$ cat src/rtl/bcls_pkg.sv
package bcls_pkg;

  typedef enum logic [2:0] {
    PH_CLEAR = 3'd0,
    PH_CONV  = 3'd1,
    PH_RESID = 3'd2,
    PH_NORM  = 3'd3,
    PH_BIN   = 3'd4,
    PH_STORE = 3'd5,
    PH_SWAP  = 3'd6
  } phase_e;

  localparam logic [1:0] OPC_RESID = 2'b01;
  localparam int GROUP_LOG = 6;

endpackage

$ cat src/rtl/bcls_decode.sv
module bcls_decode #(
  parameter int ADDR_W   = 16,
  parameter int KS_W     = 4,
  parameter int HW_LOG_W = 3,
  parameter int IC_LOG_W = 4,
  parameter int OC_LOG_W = 4,
  parameter int STR_W    = 2,
  localparam int INSTR_W  = 2 + KS_W + HW_LOG_W + IC_LOG_W + OC_LOG_W + 2*STR_W + 2*ADDR_W,
  localparam int DIM_W    = 1 << HW_LOG_W,
  localparam int IC_CNT_W = 1 << IC_LOG_W,
  localparam int GRP_W    = ((1 << OC_LOG_W) > bcls_pkg::GROUP_LOG) ?
                            (1 << OC_LOG_W) - bcls_pkg::GROUP_LOG : 1
) (
  input  logic [INSTR_W-1:0]  instr,
  output logic [1:0]          op,
  output logic [KS_W-1:0]     ks,
  output logic [IC_CNT_W-1:0] ic_cnt,
  output logic [STR_W-1:0]    s1,
  output logic [STR_W-1:0]    s2,
  output logic [ADDR_W-1:0]   wbase,
  output logic [ADDR_W-1:0]   bnbase,
  output logic [DIM_W-1:0]    dim,
  output logic [GRP_W-1:0]    grp_cnt
);
  import bcls_pkg::*;

  localparam int P_KS = 2;
  localparam int P_HW = P_KS + KS_W;
  localparam int P_IC = P_HW + HW_LOG_W;
  localparam int P_OC = P_IC + IC_LOG_W;
  localparam int P_S1 = P_OC + OC_LOG_W;
  localparam int P_S2 = P_S1 + STR_W;
  localparam int P_WB = P_S2 + STR_W;
  localparam int P_BB = P_WB + ADDR_W;
  localparam logic [OC_LOG_W-1:0] GL = OC_LOG_W'(GROUP_LOG);

  logic [HW_LOG_W-1:0] hw_log;
  logic [IC_LOG_W-1:0] ic_log;
  logic [OC_LOG_W-1:0] oc_log;
  logic [DIM_W-1:0]    side;
  logic [DIM_W-1:0]    stride;
  logic [DIM_W-1:0]    quot;

  always_comb begin
    op     = instr[1:0];
    ks     = instr[P_KS +: KS_W];
    hw_log = instr[P_HW +: HW_LOG_W];
    ic_log = instr[P_IC +: IC_LOG_W];
    oc_log = instr[P_OC +: OC_LOG_W];
    s1     = instr[P_S1 +: STR_W];
    s2     = instr[P_S2 +: STR_W];
    wbase  = instr[P_WB +: ADDR_W];
    bnbase = instr[P_BB +: ADDR_W];

    ic_cnt = IC_CNT_W'(1) << ic_log;
    side   = DIM_W'(1) << hw_log;
    stride = (s1 == '0) ? DIM_W'(1) : DIM_W'(s1);
    quot   = side / stride;
    dim    = (quot == '0) ? DIM_W'(1) : quot;

    if (oc_log < GL) grp_cnt = GRP_W'(1);
    else             grp_cnt = GRP_W'(1) << (oc_log - GL);
  end

endmodule

$ cat src/rtl/bcls_loop_ctr.sv
module bcls_loop_ctr #(
  parameter int DIM_W = 8,
  parameter int GRP_W = 10,
  localparam int PIX_W = 2 * DIM_W
) (
  input  logic             clk,
  input  logic             rst,
  input  logic             clear,
  input  logic             step,
  input  logic [DIM_W-1:0] dim,
  input  logic [GRP_W-1:0] grp_cnt,
  output logic [PIX_W-1:0] pix,
  output logic [GRP_W-1:0] grp,
  output logic             last
);

  logic [DIM_W-1:0] col;
  logic [DIM_W-1:0] row;
  logic             grp_end;
  logic             col_end;
  logic             row_end;

  always_comb begin
    grp_end = (grp == grp_cnt - GRP_W'(1));
    col_end = (col == dim - DIM_W'(1));
    row_end = (row == dim - DIM_W'(1));
    last    = grp_end && col_end && row_end;
  end

  always_ff @(posedge clk) begin
    if (rst || clear) begin
      col <= '0;
      row <= '0;
      pix <= '0;
      grp <= '0;
    end else if (step) begin
      if (grp_end) begin
        grp <= '0;
        pix <= pix + PIX_W'(1);
        if (col_end) begin
          col <= '0;
          row <= row + DIM_W'(1);
        end else begin
          col <= col + DIM_W'(1);
        end
      end else begin
        grp <= grp + GRP_W'(1);
      end
    end
  end

endmodule

$ cat src/rtl/bcls_phase_fsm.sv
module bcls_phase_fsm (
  input  logic                clk,
  input  logic                rst,
  input  logic                accept,
  input  logic                ack,
  input  logic                resid_en,
  input  logic                last_pair,
  output logic                req,
  output bcls_pkg::phase_e    phase,
  output logic                busy,
  output logic                done,
  output logic                step
);
  import bcls_pkg::*;

  logic fire;

  always_comb begin
    fire = req && ack;
    step = fire && (phase == PH_STORE);
  end

  always_ff @(posedge clk) begin
    if (rst) begin
      req   <= 1'b0;
      phase <= PH_CLEAR;
      busy  <= 1'b0;
      done  <= 1'b0;
    end else begin
      done <= 1'b0;
      if (accept) begin
        busy  <= 1'b1;
        req   <= 1'b1;
        phase <= PH_CLEAR;
      end else if (fire) begin
        unique case (phase)
          PH_CLEAR: phase <= PH_CONV;
          PH_CONV:  phase <= resid_en ? PH_RESID : PH_NORM;
          PH_RESID: phase <= PH_NORM;
          PH_NORM:  phase <= PH_BIN;
          PH_BIN:   phase <= PH_STORE;
          PH_STORE: phase <= last_pair ? PH_SWAP : PH_CLEAR;
          PH_SWAP: begin
            req   <= 1'b0;
            busy  <= 1'b0;
            done  <= 1'b1;
            phase <= PH_CLEAR;
          end
          default:  phase <= PH_CLEAR;
        endcase
      end
    end
  end

endmodule

$ cat src/rtl/bconv_layer_seq.sv
module bconv_layer_seq #(
  parameter int ADDR_W   = 16,
  parameter int KS_W     = 4,
  parameter int HW_LOG_W = 3,
  parameter int IC_LOG_W = 4,
  parameter int OC_LOG_W = 4,
  parameter int STR_W    = 2,
  localparam int INSTR_W  = 2 + KS_W + HW_LOG_W + IC_LOG_W + OC_LOG_W + 2*STR_W + 2*ADDR_W,
  localparam int DIM_W    = 1 << HW_LOG_W,
  localparam int PIX_W    = 2 * DIM_W,
  localparam int IC_CNT_W = 1 << IC_LOG_W,
  localparam int GRP_W    = ((1 << OC_LOG_W) > bcls_pkg::GROUP_LOG) ?
                            (1 << OC_LOG_W) - bcls_pkg::GROUP_LOG : 1
) (
  input  logic                clk,
  input  logic                rst,
  input  logic                start_i,
  input  logic [INSTR_W-1:0]  instr_i,
  input  logic                ack_i,
  output logic                busy_o,
  output logic                req_o,
  output logic [2:0]          phase_o,
  output logic                done_o,
  output logic [PIX_W-1:0]    pix_o,
  output logic [GRP_W-1:0]    grp_o,
  output logic [KS_W-1:0]     ksize_o,
  output logic [IC_CNT_W-1:0] in_ch_o,
  output logic [STR_W-1:0]    s1_o,
  output logic [STR_W-1:0]    s2_o,
  output logic [ADDR_W-1:0]   wbase_o,
  output logic [ADDR_W-1:0]   bn_addr_o
);
  import bcls_pkg::*;

  logic [1:0]          d_op;
  logic [KS_W-1:0]     d_ks;
  logic [IC_CNT_W-1:0] d_ic;
  logic [STR_W-1:0]    d_s1;
  logic [STR_W-1:0]    d_s2;
  logic [ADDR_W-1:0]   d_wb;
  logic [ADDR_W-1:0]   d_bb;
  logic [DIM_W-1:0]    d_dim;
  logic [GRP_W-1:0]    d_gc;

  logic [1:0]          op_q;
  logic [ADDR_W-1:0]   bb_q;
  logic [DIM_W-1:0]    dim_q;
  logic [GRP_W-1:0]    gc_q;

  logic    accept;
  logic    last_pair;
  logic    step;
  phase_e  phase;

  bcls_decode #(
    .ADDR_W(ADDR_W), .KS_W(KS_W), .HW_LOG_W(HW_LOG_W),
    .IC_LOG_W(IC_LOG_W), .OC_LOG_W(OC_LOG_W), .STR_W(STR_W)
  ) i_decode (
    .instr(instr_i), .op(d_op), .ks(d_ks), .ic_cnt(d_ic), .s1(d_s1), .s2(d_s2),
    .wbase(d_wb), .bnbase(d_bb), .dim(d_dim), .grp_cnt(d_gc)
  );

  assign accept = start_i && !busy_o;

  always_ff @(posedge clk) begin
    if (rst) begin
      op_q    <= '0;
      ksize_o <= '0;
      in_ch_o <= '0;
      s1_o    <= '0;
      s2_o    <= '0;
      wbase_o <= '0;
      bb_q    <= '0;
      dim_q   <= DIM_W'(1);
      gc_q    <= GRP_W'(1);
    end else if (accept) begin
      op_q    <= d_op;
      ksize_o <= d_ks;
      in_ch_o <= d_ic;
      s1_o    <= d_s1;
      s2_o    <= d_s2;
      wbase_o <= d_wb;
      bb_q    <= d_bb;
      dim_q   <= d_dim;
      gc_q    <= d_gc;
    end
  end

  bcls_loop_ctr #(.DIM_W(DIM_W), .GRP_W(GRP_W)) i_loop (
    .clk(clk), .rst(rst), .clear(accept), .step(step),
    .dim(dim_q), .grp_cnt(gc_q), .pix(pix_o), .grp(grp_o), .last(last_pair)
  );

  bcls_phase_fsm i_fsm (
    .clk(clk), .rst(rst), .accept(accept), .ack(ack_i),
    .resid_en(op_q == OPC_RESID), .last_pair(last_pair),
    .req(req_o), .phase(phase), .busy(busy_o), .done(done_o), .step(step)
  );

  assign phase_o   = phase;
  assign bn_addr_o = bb_q + ADDR_W'(grp_o);

endmodule

$ cat config.mk
export PLATFORM = sky130hd
export DESIGN_NAME = bconv_layer_seq
export DESIGN_NICKNAME = d
export VERILOG_FILES = /design/src/rtl/bcls_pkg.sv /design/src/rtl/bcls_decode.sv /design/src/rtl/bcls_loop_ctr.sv /design/src/rtl/bcls_phase_fsm.sv /design/src/rtl/bconv_layer_seq.sv
export SDC_FILE = /design/constraint.sdc
export NUM_CORES = 1
export LEC_CHECK = 0
export BUFFER_PORTS_ARGS = -buffer_cell sky130_fd_sc_hd__buf_2
export CAP_MARGIN = 20
export CORE_UTILIZATION = 50
export CTS_BUF_LIST = sky130_fd_sc_hd__clkbuf_8
export DETAILED_ROUTE_END_ITERATION = 8
export PLACE_DENSITY = 0.8
export RECOVER_POWER = 100
export SYNTH_ARGS = -nofsm -noshare
export SYNTH_HDL_FRONTEND = slang
export SYNTH_HIERARCHICAL = 1
export SYNTH_SLANG_ARGS = --single-unit
$ cat constraint.sdc
create_clock -name clk -period 24.9 [get_ports clk]
set_input_delay 4.98 -clock clk [delete_from_list [all_inputs] [get_ports clk]]
set_output_delay 4.98 -clock clk [all_outputs]
set_load 0.03 [all_outputs]
==> flow_results.xml, run 1 <==
<?xml version="1.0" encoding="UTF-8"?>
<metrics>
  <group name="detailed_routing">
    <metric name="vias" unit="">7699</metric>
    <metric name="detail_route.first_pass.iterations" unit="">5</metric>
    <metric name="finalWirelength" unit="µm">20080</metric>
    <metric name="ratio_of_routed_vias_to_standard_cells" unit="">5.583</metric>
    <metric name="detail_route.iter0.violations" unit="">474</metric>
    <metric name="drc_errors" unit="">0</metric>
    <metric name="drt-wirelength-per-cell" unit="µm">14.56</metric>
    <metric name="postRouteAntennaNets" unit="">0</metric>
  </group>
  <group name="sta">
    <metric name="rsz0062_at_grt" unit="">false</metric>
    <metric name="worst_clock_skew" unit="ps">14.31</metric>
    <metric name="drv_slew" unit="">168</metric>
    <metric name="timing.final.crit_share" unit="">0.5760</metric>
    <metric name="timing.fmax" unit="MHz">69.73</metric>
    <metric name="worst_slew_pin_slew" unit="ps">3268</metric>
    <metric name="finalHoldViolations" unit="">0</metric>
    <metric name="max_slew_margin" unit="">-1.179</metric>
    <metric name="setup_violations" unit="">0</metric>
    <metric name="setup_tns" unit="ps">0</metric>
    <metric name="final.min_clock_period" unit="ps">14340</metric>
  </group>
  <group name="synth">
    <metric name="post_synth_xor_area_fraction" unit="">0.07070</metric>
    <metric name="synth.top_cell.area_share" unit="">0.2948</metric>
    <metric name="avgSynthCellArea" unit="µm²">7.692</metric>
    <metric name="synth-seq-area-share" unit="">0.2948</metric>
    <metric name="yosys_synthesis_warning_count" unit="">6</metric>
    <metric name="post_synth_mux_area_share" unit="">0.02187</metric>
    <metric name="synth_edf_count" unit="">0</metric>
    <metric name="synth_area" unit="µm²">8353</metric>
    <metric name="synth_compound_gate_area_share" unit="">0.1832</metric>
    <metric name="synth_flop_cell" unit="">sky130_fd_sc_hd__dfxtp_1</metric>
    <metric name="yosys.area_share.simple" unit="">0.2883</metric>
    <metric name="postSynthNetCount" unit="">1179</metric>
    <metric name="post_synthesis_cells" unit="">1086</metric>
    <metric name="async_reset_ff_frac" unit="">0</metric>
    <metric name="synth_adder_area_share" unit="">0.05602</metric>
    <metric name="yosysTopAreaCell" unit="">sky130_fd_sc_hd__dfxtp_1</metric>
    <metric name="synth_top_family_by_area" unit="">simple AND/OR/NAND/NOR gates</metric>
    <metric name="netlist_top_cells_area" unit="">sky130_fd_sc_hd__dfxtp_1 29%, sky130_fd_sc_hd__nand2_1 9.7%, sky130_fd_sc_hd__a21oi_1 6.4%</metric>
    <metric name="yosys_register_bits" unit="">123</metric>
    <metric name="yosys.cell_types.count" unit="">93</metric>
  </group>
  <group name="worst_setup_path">
    <metric name="worst_ep_arrival_time" unit="ps">14660</metric>
    <metric name="timing.critical_path.to_type" unit="">flop</metric>
    <metric name="cell_family_with_most_cp_delay" unit="">compound AO/OA/AOI/OAI gates</metric>
    <metric name="cp-start-kind" unit="">primary input</metric>
    <metric name="req_time_crit_path" unit="ps">25220</metric>
    <metric name="reg2regPathDepth" unit="">6</metric>
    <metric name="worst_path_max_delay_cell" unit="">sky130_fd_sc_hd__o21ai_0</metric>
    <metric name="r2r_start" unit="">i_fsm/busy</metric>
    <metric name="critical_path.max_stage_delay" unit="ps">830</metric>
    <metric name="crit_type" unit="">primary input to flop</metric>
    <metric name="critical_path.startpoint" unit="">instr_i[18]</metric>
    <metric name="timing.critical_path.buf_inv" unit="">3</metric>
    <metric name="reg2reg_setup_slack" unit="ps">18480</metric>
    <metric name="worst_path_most_repeated_cell" unit="">sky130_fd_sc_hd__ha_1</metric>
    <metric name="critical_path.reg2reg.endpoint" unit="">i_loop/col[5]</metric>
    <metric name="crit_path_max_fanout" unit="">11</metric>
  </group>
  <group name="cts">
    <metric name="cts.repair_timing.setup_buffer_count" unit="">0</metric>
    <metric name="cts-hold-fix-buffers" unit="">0</metric>
    <metric name="clock-sinks" unit="">123</metric>
    <metric name="clock_insertion_delay_worst_skew" unit="ps">450</metric>
    <metric name="tritoncts.num_buffers" unit="">17</metric>
    <metric name="worst_setup_hold_path_clk_slew" unit="ps">70</metric>
    <metric name="post_cts_resized" unit="">0</metric>
    <metric name="cts_root_buffer" unit="">sky130_fd_sc_hd__clkbuf_8</metric>
    <metric name="cts_htree_levels" unit="">4</metric>
    <metric name="buffer_depth_of_the_longest_clock_path" unit="">2</metric>
    <metric name="cts_tree" unit="">yes</metric>
  </group>
  <group name="grt">
    <metric name="grt_pass1_vias" unit="">6970</metric>
    <metric name="gr-usage-all-layers" unit="">0.2329</metric>
    <metric name="grt_antenna_before_repair" unit="">0</metric>
    <metric name="gr-total-overflow" unit="">0</metric>
    <metric name="grt_first_pass_wirelength" unit="µm">33330</metric>
    <metric name="grt_start_max_net_pins" unit="">84</metric>
  </group>
  <group name="die">
    <metric name="die_area" unit="µm²">17230</metric>
    <metric name="num_rows" unit="">46</metric>
    <metric name="die_height" unit="µm">131.3</metric>
    <metric name="floorplan.core_area" unit="µm²">16120</metric>
    <metric name="pin_count" unit="">145</metric>
    <metric name="width_of_the_die" unit="µm">131.3</metric>
    <metric name="initial_core_util" unit="">0.5183</metric>
  </group>
  <group name="place">
    <metric name="dpl_cell_area" unit="µm²">8771</metric>
    <metric name="hpwl" unit="µm">14350</metric>
    <metric name="gpl.final_weighted_congestion" unit="">0.9044</metric>
    <metric name="buffer_ports.inserted" unit="">144</metric>
  </group>
  <group name="power">
    <metric name="share_seq_of_total_power" unit="">0.392</metric>
    <metric name="clock_power_share" unit="">0.359</metric>
    <metric name="leakage" unit="nW">3.507</metric>
    <metric name="power_switching" unit="W">0.0001716</metric>
    <metric name="p_sw_frac" unit="">0.3200</metric>
    <metric name="total_power" unit="W">0.0005362</metric>
    <metric name="irDropWorstVdd" unit="µV">38.18</metric>
    <metric name="p_int" unit="W">0.0003646</metric>
    <metric name="cellPowerDensity" unit="nW/µm²">59.24</metric>
    <metric name="comb_power_share" unit="">0.248</metric>
  </group>
  <group name="layout">
    <metric name="final_std_cell_area_no_fill" unit="µm²">9051</metric>
    <metric name="post_route_cells_drive_above_1_share" unit="">0.1109</metric>
    <metric name="nNetsFinal" unit="">1244</metric>
    <metric name="antenna_cells_inserted" unit="">0</metric>
    <metric name="flow.area_growth_from_synthesis" unit="%">8.358</metric>
  </group>
  <group name="hold_path">
    <metric name="min_path_cells" unit="">2</metric>
    <metric name="hp-start" unit="">wbase_o[2]</metric>
    <metric name="worst_min_delay_path_category" unit="">flop to flop</metric>
    <metric name="hold_path_end" unit="">wbase_o[2]</metric>
  </group>
  <group name="job">
    <metric name="max_cap_viol_count" unit="">3</metric>
  </group>
  <group name="status">
    <metric name="status" unit="">finished with violations</metric>
    <metric name="failed_checks" unit="">max-capacitance violations, max-slew violations</metric>
  </group>
</metrics>
## routing by layer
metal	vias up	GRT usage	wire, µm
met1	3570	0.2973	9305
met5	-	0	0
met3	25	0.04630	967
li1	3912	-	-
met2	192	0.3898	9490
met4	0	0.08075	314
## flip-flops by register name (all words and copies together), names as in the netlist
| register | count |
|---|---|
| in_ch_o | 16 |
| dim_q | 8 |
| i_loop/pix | 16 |
| i_fsm/busy | 1 |
| ksize_o | 4 |
| i_loop/row | 8 |
| i_loop/grp | 10 |
| i_fsm/phase | 3 |
| gc_q | 10 |
| s1_o | 2 |
| i_fsm/done | 1 |
| wbase_o | 16 |
| op_q | 2 |
| i_loop/col | 8 |
| bb_q | 16 |
| s2_o | 2 |
## worst max path at each step
stage	end	slack (ps)	depth (start not counted)
final	dim_q[0]	10560	44
after global routing	dim_q[0]	9570	44
after CTS	dim_q[0]	10970	44
after detailed placement	dim_q[0]	10560	44
after global placement	dim_q[0]	10810	44
after floorplan	dim_q[0]	12050	44
## power groups by stage
| stage | registers [W] | clock network, W | logic [W] |
|---|---|---|---|
| floorplan | 0.000218 | 0 | 0.000107 |
| global placement | 0.000214 | 0 | 0.000133 |
| detailed placement | 0.000215 | 0 | 0.000135 |
| CTS | 0.000210 | 0.000196 | 0.000136 |
| global route | 0.000212 | 0.000206 | 0.000148 |
| finish | 0.000210 | 0.000193 | 0.000133 |
## worst register-to-register path, stage by stage, from the launching register on
cell	delay [ps]
sky130_fd_sc_hd__dfxtp_1	460
sky130_fd_sc_hd__nand2b_2	160
sky130_fd_sc_hd__clkbuf_1	2280
sky130_fd_sc_hd__inv_1	1420
sky130_fd_sc_hd__nor2_1	1120
sky130_fd_sc_hd__o21ai_0	640
sky130_fd_sc_hd__a21oi_1	270
## synth_stat cells, types with 16 or more instances
cell type	n
sky130_fd_sc_hd__inv_1	27
sky130_fd_sc_hd__a21oi_1	107
sky130_fd_sc_hd__nor2_1	68
sky130_fd_sc_hd__nor3_1	39
sky130_fd_sc_hd__buf_4	46
sky130_fd_sc_hd__nand4_1	19
sky130_fd_sc_hd__clkbuf_1	34
sky130_fd_sc_hd__nand2_1	215
sky130_fd_sc_hd__xnor2_1	37
sky130_fd_sc_hd__mux2i_1	16
sky130_fd_sc_hd__xor2_1	20
sky130_fd_sc_hd__dfxtp_1	123
sky130_fd_sc_hd__nand3_1	23
sky130_fd_sc_hd__ha_1	35
sky130_fd_sc_hd__o21ai_0	17
## layout make-up
class,instances,area (µm²)
Clock buffer,18,247.7
Clock inverter,13,176.4
Fill cell,1565,7064
Inverter,28,105.1
Multi-Input combinational cell,833,5155
Sequential cell,123,2462
Tap cell,216,270.3
Timing Repair Buffer,148,634.4
## cells by family after synthesis
logic type                 after synthesis
xor gates and xnor gates                61
muxes                                   18
adders and majority gates               37
AOI/OAI and AO/OA                      228
DFF                                    123
buffers and inverters                  130
and+or+nand+nor                        489
## metrics by stage
stage                     hold WS, ps  worst slack [ps]    util  instances
after floorplan                 431.8             12050       -       1086
after global placement          438.6             10810  0.5443       1348
after detailed placement        445.3             10560  0.5443       1348
after CTS                       455.3             10970  0.5706       1379
after global routing            478.5              9567  0.5616       1379
final                           454.0             10560  0.5616       1379
## layout by cell type, fill, tap and decap left out, drive strengths merged, types with 10 or more instances in the layout
cell type,n
nand3,23
o21ai,20
xor2,20
or4,10
a21oi,109
nor2,69
and2,10
nor3,42
nor4,14
and3,10
inv,31
mux2i,16
nand2b,11
nor2b,11
o21a,11
nand4,19
or3,17
ha,35
xnor2,37
buf,59
nand2,215
clkbuf,107
dfxtp,123
Power figures use the tool's default switching activity.
==> inputs of run 2 (changes only) <==
clock period = 13.7 ns   (was 24.9 ns; I/O delays follow)
==> flow_results.xml, run 2 (same netlist as run 1, synthesis figures left out) <==
<?xml version="1.0" encoding="UTF-8"?>
<metrics>
  <group name="die">
    <metric name="num_rows" unit="">46</metric>
    <metric name="pin_count" unit="">145</metric>
    <metric name="floorplan.core_area" unit="µm²">16120</metric>
    <metric name="die_area" unit="µm²">17230</metric>
    <metric name="width_of_the_die" unit="µm">131.3</metric>
    <metric name="die_height" unit="µm">131.3</metric>
    <metric name="initial_core_util" unit="">0.5183</metric>
  </group>
  <group name="sta">
    <metric name="drv_slew" unit="">168</metric>
    <metric name="max_slew_margin" unit="">-1.138</metric>
    <metric name="rsz0062_at_grt" unit="">false</metric>
    <metric name="finalHoldViolations" unit="">0</metric>
    <metric name="timing.fmax" unit="MHz">85.76</metric>
    <metric name="worst_clock_skew" unit="ps">12.26</metric>
    <metric name="hold_slack" unit="ps">453.5</metric>
    <metric name="setup_tns" unit="ps">0</metric>
    <metric name="timing.final.crit_share" unit="">0.8511</metric>
    <metric name="final.min_clock_period" unit="ps">11660</metric>
    <metric name="setup_violations" unit="">0</metric>
    <metric name="worst_slew_pin_slew" unit="ps">3207</metric>
  </group>
  <group name="power">
    <metric name="cellPowerDensity" unit="nW/µm²">108.0</metric>
    <metric name="irDropWorstVdd" unit="µV">90.89</metric>
    <metric name="total_power" unit="W">0.0009800</metric>
    <metric name="leakage" unit="nW">3.515</metric>
  </group>
  <group name="status">
    <metric name="failed_checks" unit="">max-capacitance violations, max-slew violations</metric>
    <metric name="status" unit="">finished with violations</metric>
  </group>
  <group name="layout">
    <metric name="post_route_cells_drive_above_1_share" unit="">0.1124</metric>
    <metric name="most-common-layout-cells" unit="">215 x sky130_fd_sc_hd__nand2_1, 123 x sky130_fd_sc_hd__dfxtp_1, 109 x sky130_fd_sc_hd__a21oi_1, 88 x sky130_fd_sc_hd__clkbuf_1, 68 x sky130_fd_sc_hd__nor2_1</metric>
    <metric name="flow.area_growth_from_synthesis" unit="%">8.598</metric>
    <metric name="postLayoutCoreUtil" unit="">0.5629</metric>
    <metric name="final_cells" unit="">1383</metric>
    <metric name="nNetsFinal" unit="">1245</metric>
    <metric name="final_common_cell" unit="">sky130_fd_sc_hd__nand2_1</metric>
  </group>
  <group name="grt">
    <metric name="grt_pass1_vias" unit="">7100</metric>
    <metric name="gr-total-overflow" unit="">0</metric>
    <metric name="grt_first_pass_wirelength" unit="µm">34070</metric>
    <metric name="grt_start_max_net_pins" unit="">84</metric>
    <metric name="grt_antenna_before_repair" unit="">1</metric>
    <metric name="gr-usage-all-layers" unit="">0.2365</metric>
  </group>
  <group name="worst_setup_path">
    <metric name="req_time_crit_path" unit="ps">14010</metric>
    <metric name="worst_path_most_repeated_cell" unit="">sky130_fd_sc_hd__ha_1</metric>
    <metric name="timing.critical_path.to_type" unit="">flop</metric>
    <metric name="crit_path_max_fanout" unit="">11</metric>
    <metric name="r2r_start" unit="">i_fsm/busy</metric>
    <metric name="worst_path_max_delay_cell" unit="">sky130_fd_sc_hd__nor3_1</metric>
    <metric name="critical_path.reg2reg.endpoint" unit="">i_loop/col[7]</metric>
    <metric name="critical_path.max_stage_delay" unit="ps">400</metric>
    <metric name="cp-start-kind" unit="">primary input</metric>
    <metric name="worst_ep_arrival_time" unit="ps">11970</metric>
    <metric name="critical_path.startpoint" unit="">instr_i[17]</metric>
    <metric name="reg2regPathDepth" unit="">6</metric>
    <metric name="reg2reg_setup_slack" unit="ps">7340</metric>
    <metric name="crit_type" unit="">primary input to flop</metric>
  </group>
  <group name="hold_path">
    <metric name="hold_path_end" unit="">op_q[0]</metric>
    <metric name="worst_min_delay_path_category" unit="">flop to flop</metric>
    <metric name="min_path_cells" unit="">2</metric>
    <metric name="hp-start" unit="">op_q[0]</metric>
  </group>
  <group name="cts">
    <metric name="cts_tree" unit="">yes</metric>
    <metric name="cts_root_buffer" unit="">sky130_fd_sc_hd__clkbuf_8</metric>
    <metric name="tritoncts.num_buffers" unit="">17</metric>
    <metric name="buffer_depth_of_the_longest_clock_path" unit="">2</metric>
    <metric name="cts-hold-fix-buffers" unit="">0</metric>
    <metric name="clock_insertion_delay_worst_skew" unit="ps">440</metric>
    <metric name="clock-sinks" unit="">123</metric>
    <metric name="cts_htree_levels" unit="">4</metric>
    <metric name="worst_setup_hold_path_clk_slew" unit="ps">70</metric>
    <metric name="post_cts_resized" unit="">0</metric>
    <metric name="cts.repair_timing.setup_buffer_count" unit="">0</metric>
  </group>
  <group name="place">
    <metric name="gpl.final_weighted_congestion" unit="">0.9083</metric>
    <metric name="post-place-cells" unit="">1348</metric>
    <metric name="buffer_ports.inserted" unit="">144</metric>
    <metric name="hpwl" unit="µm">14400</metric>
  </group>
  <group name="detailed_routing">
    <metric name="drc_errors" unit="">0</metric>
    <metric name="ratio_of_routed_vias_to_standard_cells" unit="">5.676</metric>
    <metric name="detail_route.first_pass.iterations" unit="">5</metric>
    <metric name="drt-wirelength-per-cell" unit="µm">14.70</metric>
    <metric name="finalWirelength" unit="µm">20330</metric>
    <metric name="detail_route.iter0.violations" unit="">567</metric>
    <metric name="vias" unit="">7850</metric>
    <metric name="postRouteAntennaNets" unit="">0</metric>
  </group>
  <group name="job">
    <metric name="max_cap_viol_count" unit="">3</metric>
  </group>
</metrics>
[run 2: cell count changes in the layout (fill, tap and decap cells not counted), sizes merged]
cell / before / now
clkinvlp: 1 / 2
diode: 0 / 2
inv: 31 / 30
buf: 59 / 61
[run 2: routing by layer]
layer | part of all wire | vias up | global-route usage
met5 | 0 | - | 0
met4 | 0.015 | 0 | 0.08527
met3 | 0.054 | 34 | 0.04128
met2 | 0.48 | 258 | 0.3939
met1 | 0.46 | 3633 | 0.3057
li1 | - | 3925 | -
[run 2: power by group]
group | total [W] | switching (W) | internal [W]
Sequential | 0.000383 | 0.0000133 | 0.000369
Combinational | 0.000244 | 0.000151 | 0.0000929
Clock | 0.000354 | 0.000148 | 0.000206
[run 2: how the worst max path moves through the flow]
stage / endpoint / slack [ps] / depth (start not counted)
floorplan: dim_q[0] / 3090 / 44
global placement: dim_q[0] / 1850 / 44
detailed placement: dim_q[0] / 1530 / 44
CTS: dim_q[0] / 1940 / 44
global route: dim_q[0] / 1100 / 45
finish: dim_q[0] / 2040 / 45
[run 2: cell type report]
cell class / count / area, µm²
clock buffers: 19 / 261.5
multi-input cells: 833 / 5151
flip-flops and latches: 123 / 2462
fillers: 1555 / 7044
repair buffers: 149 / 640.6
diodes: 2 / 5.005
well taps: 216 / 270.3
clock inverters: 13 / 175.2
inverters: 28 / 105.1
[run 2: critical path, delay by kind of cell]
kind | cells | cell delay [ps]
AND/OR/NAND/NOR | 16 | 2770
buffers and inverters | 4 | 790
adder cells (fa/ha/maj) | 8 | 2380
AO/OA/AOI/OAI | 14 | 2330
multiplexers | 3 | 920
[run 2: stage by stage]
stage | cell area [µm²] | setup WS [ps]
global placement | 8771 | 1846
detailed placement | 8771 | 1529
floorplan | 8353 | 3089
CTS | 9208 | 1938
global route | 9066 | 1098
finish | 9071 | 2040
==> inputs of run 3 (changes only) <==
PLACE_DENSITY = 0.71   (was 0.8)
clock period = 15.1 ns   (was 13.7 ns; I/O delays follow)
==> flow_results.xml, run 3 (same netlist as run 1, synthesis figures left out) <==
<?xml version="1.0" encoding="UTF-8"?>
<metrics>
  <group name="sta">
    <metric name="finalHoldViolations" unit="">0</metric>
    <metric name="max_slew_margin" unit="">-1.385</metric>
    <metric name="setup_tns" unit="ps">0</metric>
    <metric name="timing.fmax" unit="MHz">82.89</metric>
    <metric name="worst_slew_pin_slew" unit="ps">3578</metric>
    <metric name="worst_clock_skew" unit="ps">11.64</metric>
    <metric name="drv_slew" unit="">191</metric>
    <metric name="final.min_clock_period" unit="ps">12060</metric>
    <metric name="rsz0062_at_grt" unit="">false</metric>
    <metric name="timing.final.crit_share" unit="">0.7990</metric>
    <metric name="setup_violations" unit="">0</metric>
  </group>
  <group name="cts">
    <metric name="cts_htree_levels" unit="">4</metric>
    <metric name="cts_tree" unit="">yes</metric>
    <metric name="cts.repair_timing.setup_buffer_count" unit="">0</metric>
    <metric name="cts_root_buffer" unit="">sky130_fd_sc_hd__clkbuf_8</metric>
    <metric name="cts-hold-fix-buffers" unit="">0</metric>
    <metric name="post_cts_resized" unit="">0</metric>
    <metric name="buffer_depth_of_the_longest_clock_path" unit="">2</metric>
    <metric name="clock-sinks" unit="">123</metric>
    <metric name="worst_setup_hold_path_clk_slew" unit="ps">80</metric>
    <metric name="tritoncts.num_buffers" unit="">17</metric>
    <metric name="clock_insertion_delay_worst_skew" unit="ps">440</metric>
  </group>
  <group name="worst_setup_path">
    <metric name="r2r_start" unit="">i_fsm/busy</metric>
    <metric name="crit_path_max_fanout" unit="">9</metric>
    <metric name="worst_path_most_repeated_cell" unit="">sky130_fd_sc_hd__ha_1</metric>
    <metric name="critical_path.startpoint" unit="">instr_i[17]</metric>
    <metric name="cp-start-kind" unit="">primary input</metric>
    <metric name="timing.critical_path.to_type" unit="">flop</metric>
    <metric name="req_time_crit_path" unit="ps">15410</metric>
    <metric name="critical_path.max_stage_delay" unit="ps">410</metric>
    <metric name="crit_type" unit="">primary input to flop</metric>
    <metric name="worst_path_max_delay_cell" unit="">sky130_fd_sc_hd__nor3_1</metric>
    <metric name="worst_ep_arrival_time" unit="ps">12380</metric>
  </group>
  <group name="layout">
    <metric name="final_common_cell" unit="">sky130_fd_sc_hd__nand2_1</metric>
    <metric name="nNetsFinal" unit="">1245</metric>
    <metric name="flow.area_growth_from_synthesis" unit="%">9.107</metric>
    <metric name="post_route_cells_drive_above_1_share" unit="">0.1142</metric>
    <metric name="most-common-layout-cells" unit="">215 x sky130_fd_sc_hd__nand2_1, 123 x sky130_fd_sc_hd__dfxtp_1, 109 x sky130_fd_sc_hd__a21oi_1, 88 x sky130_fd_sc_hd__clkbuf_1, 68 x sky130_fd_sc_hd__nor2_1</metric>
    <metric name="antenna_cells_inserted" unit="">0</metric>
    <metric name="final_std_cell_area_no_fill" unit="µm²">9114</metric>
  </group>
  <group name="detailed_routing">
    <metric name="vias" unit="">7666</metric>
    <metric name="drt-wirelength-per-cell" unit="µm">14.53</metric>
    <metric name="drc_errors" unit="">0</metric>
    <metric name="ratio_of_routed_vias_to_standard_cells" unit="">5.551</metric>
    <metric name="detail_route.iter0.violations" unit="">491</metric>
    <metric name="detail_route.first_pass.iterations" unit="">5</metric>
    <metric name="finalWirelength" unit="µm">20060</metric>
    <metric name="postRouteAntennaNets" unit="">0</metric>
  </group>
  <group name="place">
    <metric name="dpl_cell_area" unit="µm²">8771</metric>
    <metric name="gpl.final_weighted_congestion" unit="">0.8922</metric>
    <metric name="buffer_ports.inserted" unit="">144</metric>
    <metric name="hpwl" unit="µm">14390</metric>
  </group>
  <group name="hold_path">
    <metric name="worst_min_delay_path_category" unit="">flop to flop</metric>
    <metric name="hp-start" unit="">op_q[0]</metric>
  </group>
  <group name="die">
    <metric name="initial_core_util" unit="">0.5183</metric>
    <metric name="num_rows" unit="">46</metric>
    <metric name="pin_count" unit="">145</metric>
    <metric name="floorplan.core_area" unit="µm²">16120</metric>
    <metric name="width_of_the_die" unit="µm">131.3</metric>
    <metric name="die_height" unit="µm">131.3</metric>
    <metric name="die_area" unit="µm²">17230</metric>
  </group>
  <group name="grt">
    <metric name="gr-total-overflow" unit="">0</metric>
    <metric name="grt_pass1_vias" unit="">6757</metric>
    <metric name="grt_antenna_before_repair" unit="">0</metric>
    <metric name="grt_start_max_net_pins" unit="">84</metric>
    <metric name="grt_first_pass_wirelength" unit="µm">33430</metric>
    <metric name="gr-usage-all-layers" unit="">0.2336</metric>
  </group>
  <group name="power">
    <metric name="total_power" unit="W">0.0009188</metric>
    <metric name="leakage" unit="nW">3.524</metric>
    <metric name="cellPowerDensity" unit="nW/µm²">100.8</metric>
    <metric name="irDropWorstVdd" unit="µV">99.68</metric>
  </group>
  <group name="job">
    <metric name="max_cap_viol_count" unit="">3</metric>
  </group>
  <group name="status">
    <metric name="status" unit="">finished with violations</metric>
    <metric name="failed_checks" unit="">max-capacitance violations, max-slew violations</metric>
  </group>
</metrics>
-- run 3: changes by cell type in the layout (fill, tap and decap cells not counted), sizes merged --
cell,change
clkinv,-2
diode,-2
bufinv,+1
clkbuf,+1
-- run 3: power breakdown --
part | switching (W) | internal (W) | leakage, nW | total (W)
Combinational | 0.000136 | 0.0000848 | 2.29 | 0.000221
Clock | 0.000139 | 0.000212 | 0.237 | 0.000351
Sequential | 0.0000117 | 0.000335 | 1.00 | 0.000347
Total | 0.000287 | 0.000632 | 3.52 | 0.000919
-- run 3: worst paths after layout --
path | cells after the start | slack [ps] | endpoint
worst max-delay path | 45 | 3040 | dim_q[0]
worst min-delay path | 2 | 450 | op_q[0]
worst max register to register | 7 | 8000 | i_loop/row[7]
worst min register to register | 2 | 450 | op_q[0]
-- run 3: stage by stage --
| stage | util | hold slack (ps) | setup slack, ps | cells |
|---|---|---|---|---|
| detailed placement | 0.5443 | 443.0 | 2660 | 1348 |
| global route | 0.5655 | 477.1 | 2009 | 1381 |
| CTS | 0.5743 | 454.4 | 3058 | 1380 |
| floorplan | - | 431.8 | 4209 | 1086 |
| global placement | 0.5443 | 438.7 | 2895 | 1348 |
| finish | 0.5655 | 453.6 | 3036 | 1381 |
-- run 3: routing by layer --
| metal | wire, µm | vias up | GRT usage |
|---|---|---|---|
| met3 | 1016 | 21 | 0.05594 |
| met4 | 314 | 0 | 0.06912 |
| met1 | 9751 | 3518 | 0.3222 |
| met2 | 8979 | 198 | 0.3596 |
| met5 | 0 | - | 0 |
| li1 | - | 3929 | - |
-- run 3: critical path, delay by kind of cell --
family	cells	cell delay (ps)
buffers and inverters	4	780
adder cells (fa/ha/maj)	8	2340
multiplexers	3	940
AND/OR/NAND/NOR	16	2810
AO/OA/AOI/OAI	14	2480
-- run 3: layout make-up --
| class | instances | area (µm²) |
|---|---|---|
| flip-flops and latches | 123 | 2462 |
| repair buffers | 149 | 640.6 |
| well taps | 216 | 270.3 |
| fillers | 1627 | 7002 |
| multi-input cells | 833 | 5151 |
| clock inverters | 12 | 209.0 |
| inverters | 28 | 105.1 |
| clock buffers | 20 | 275.3 |
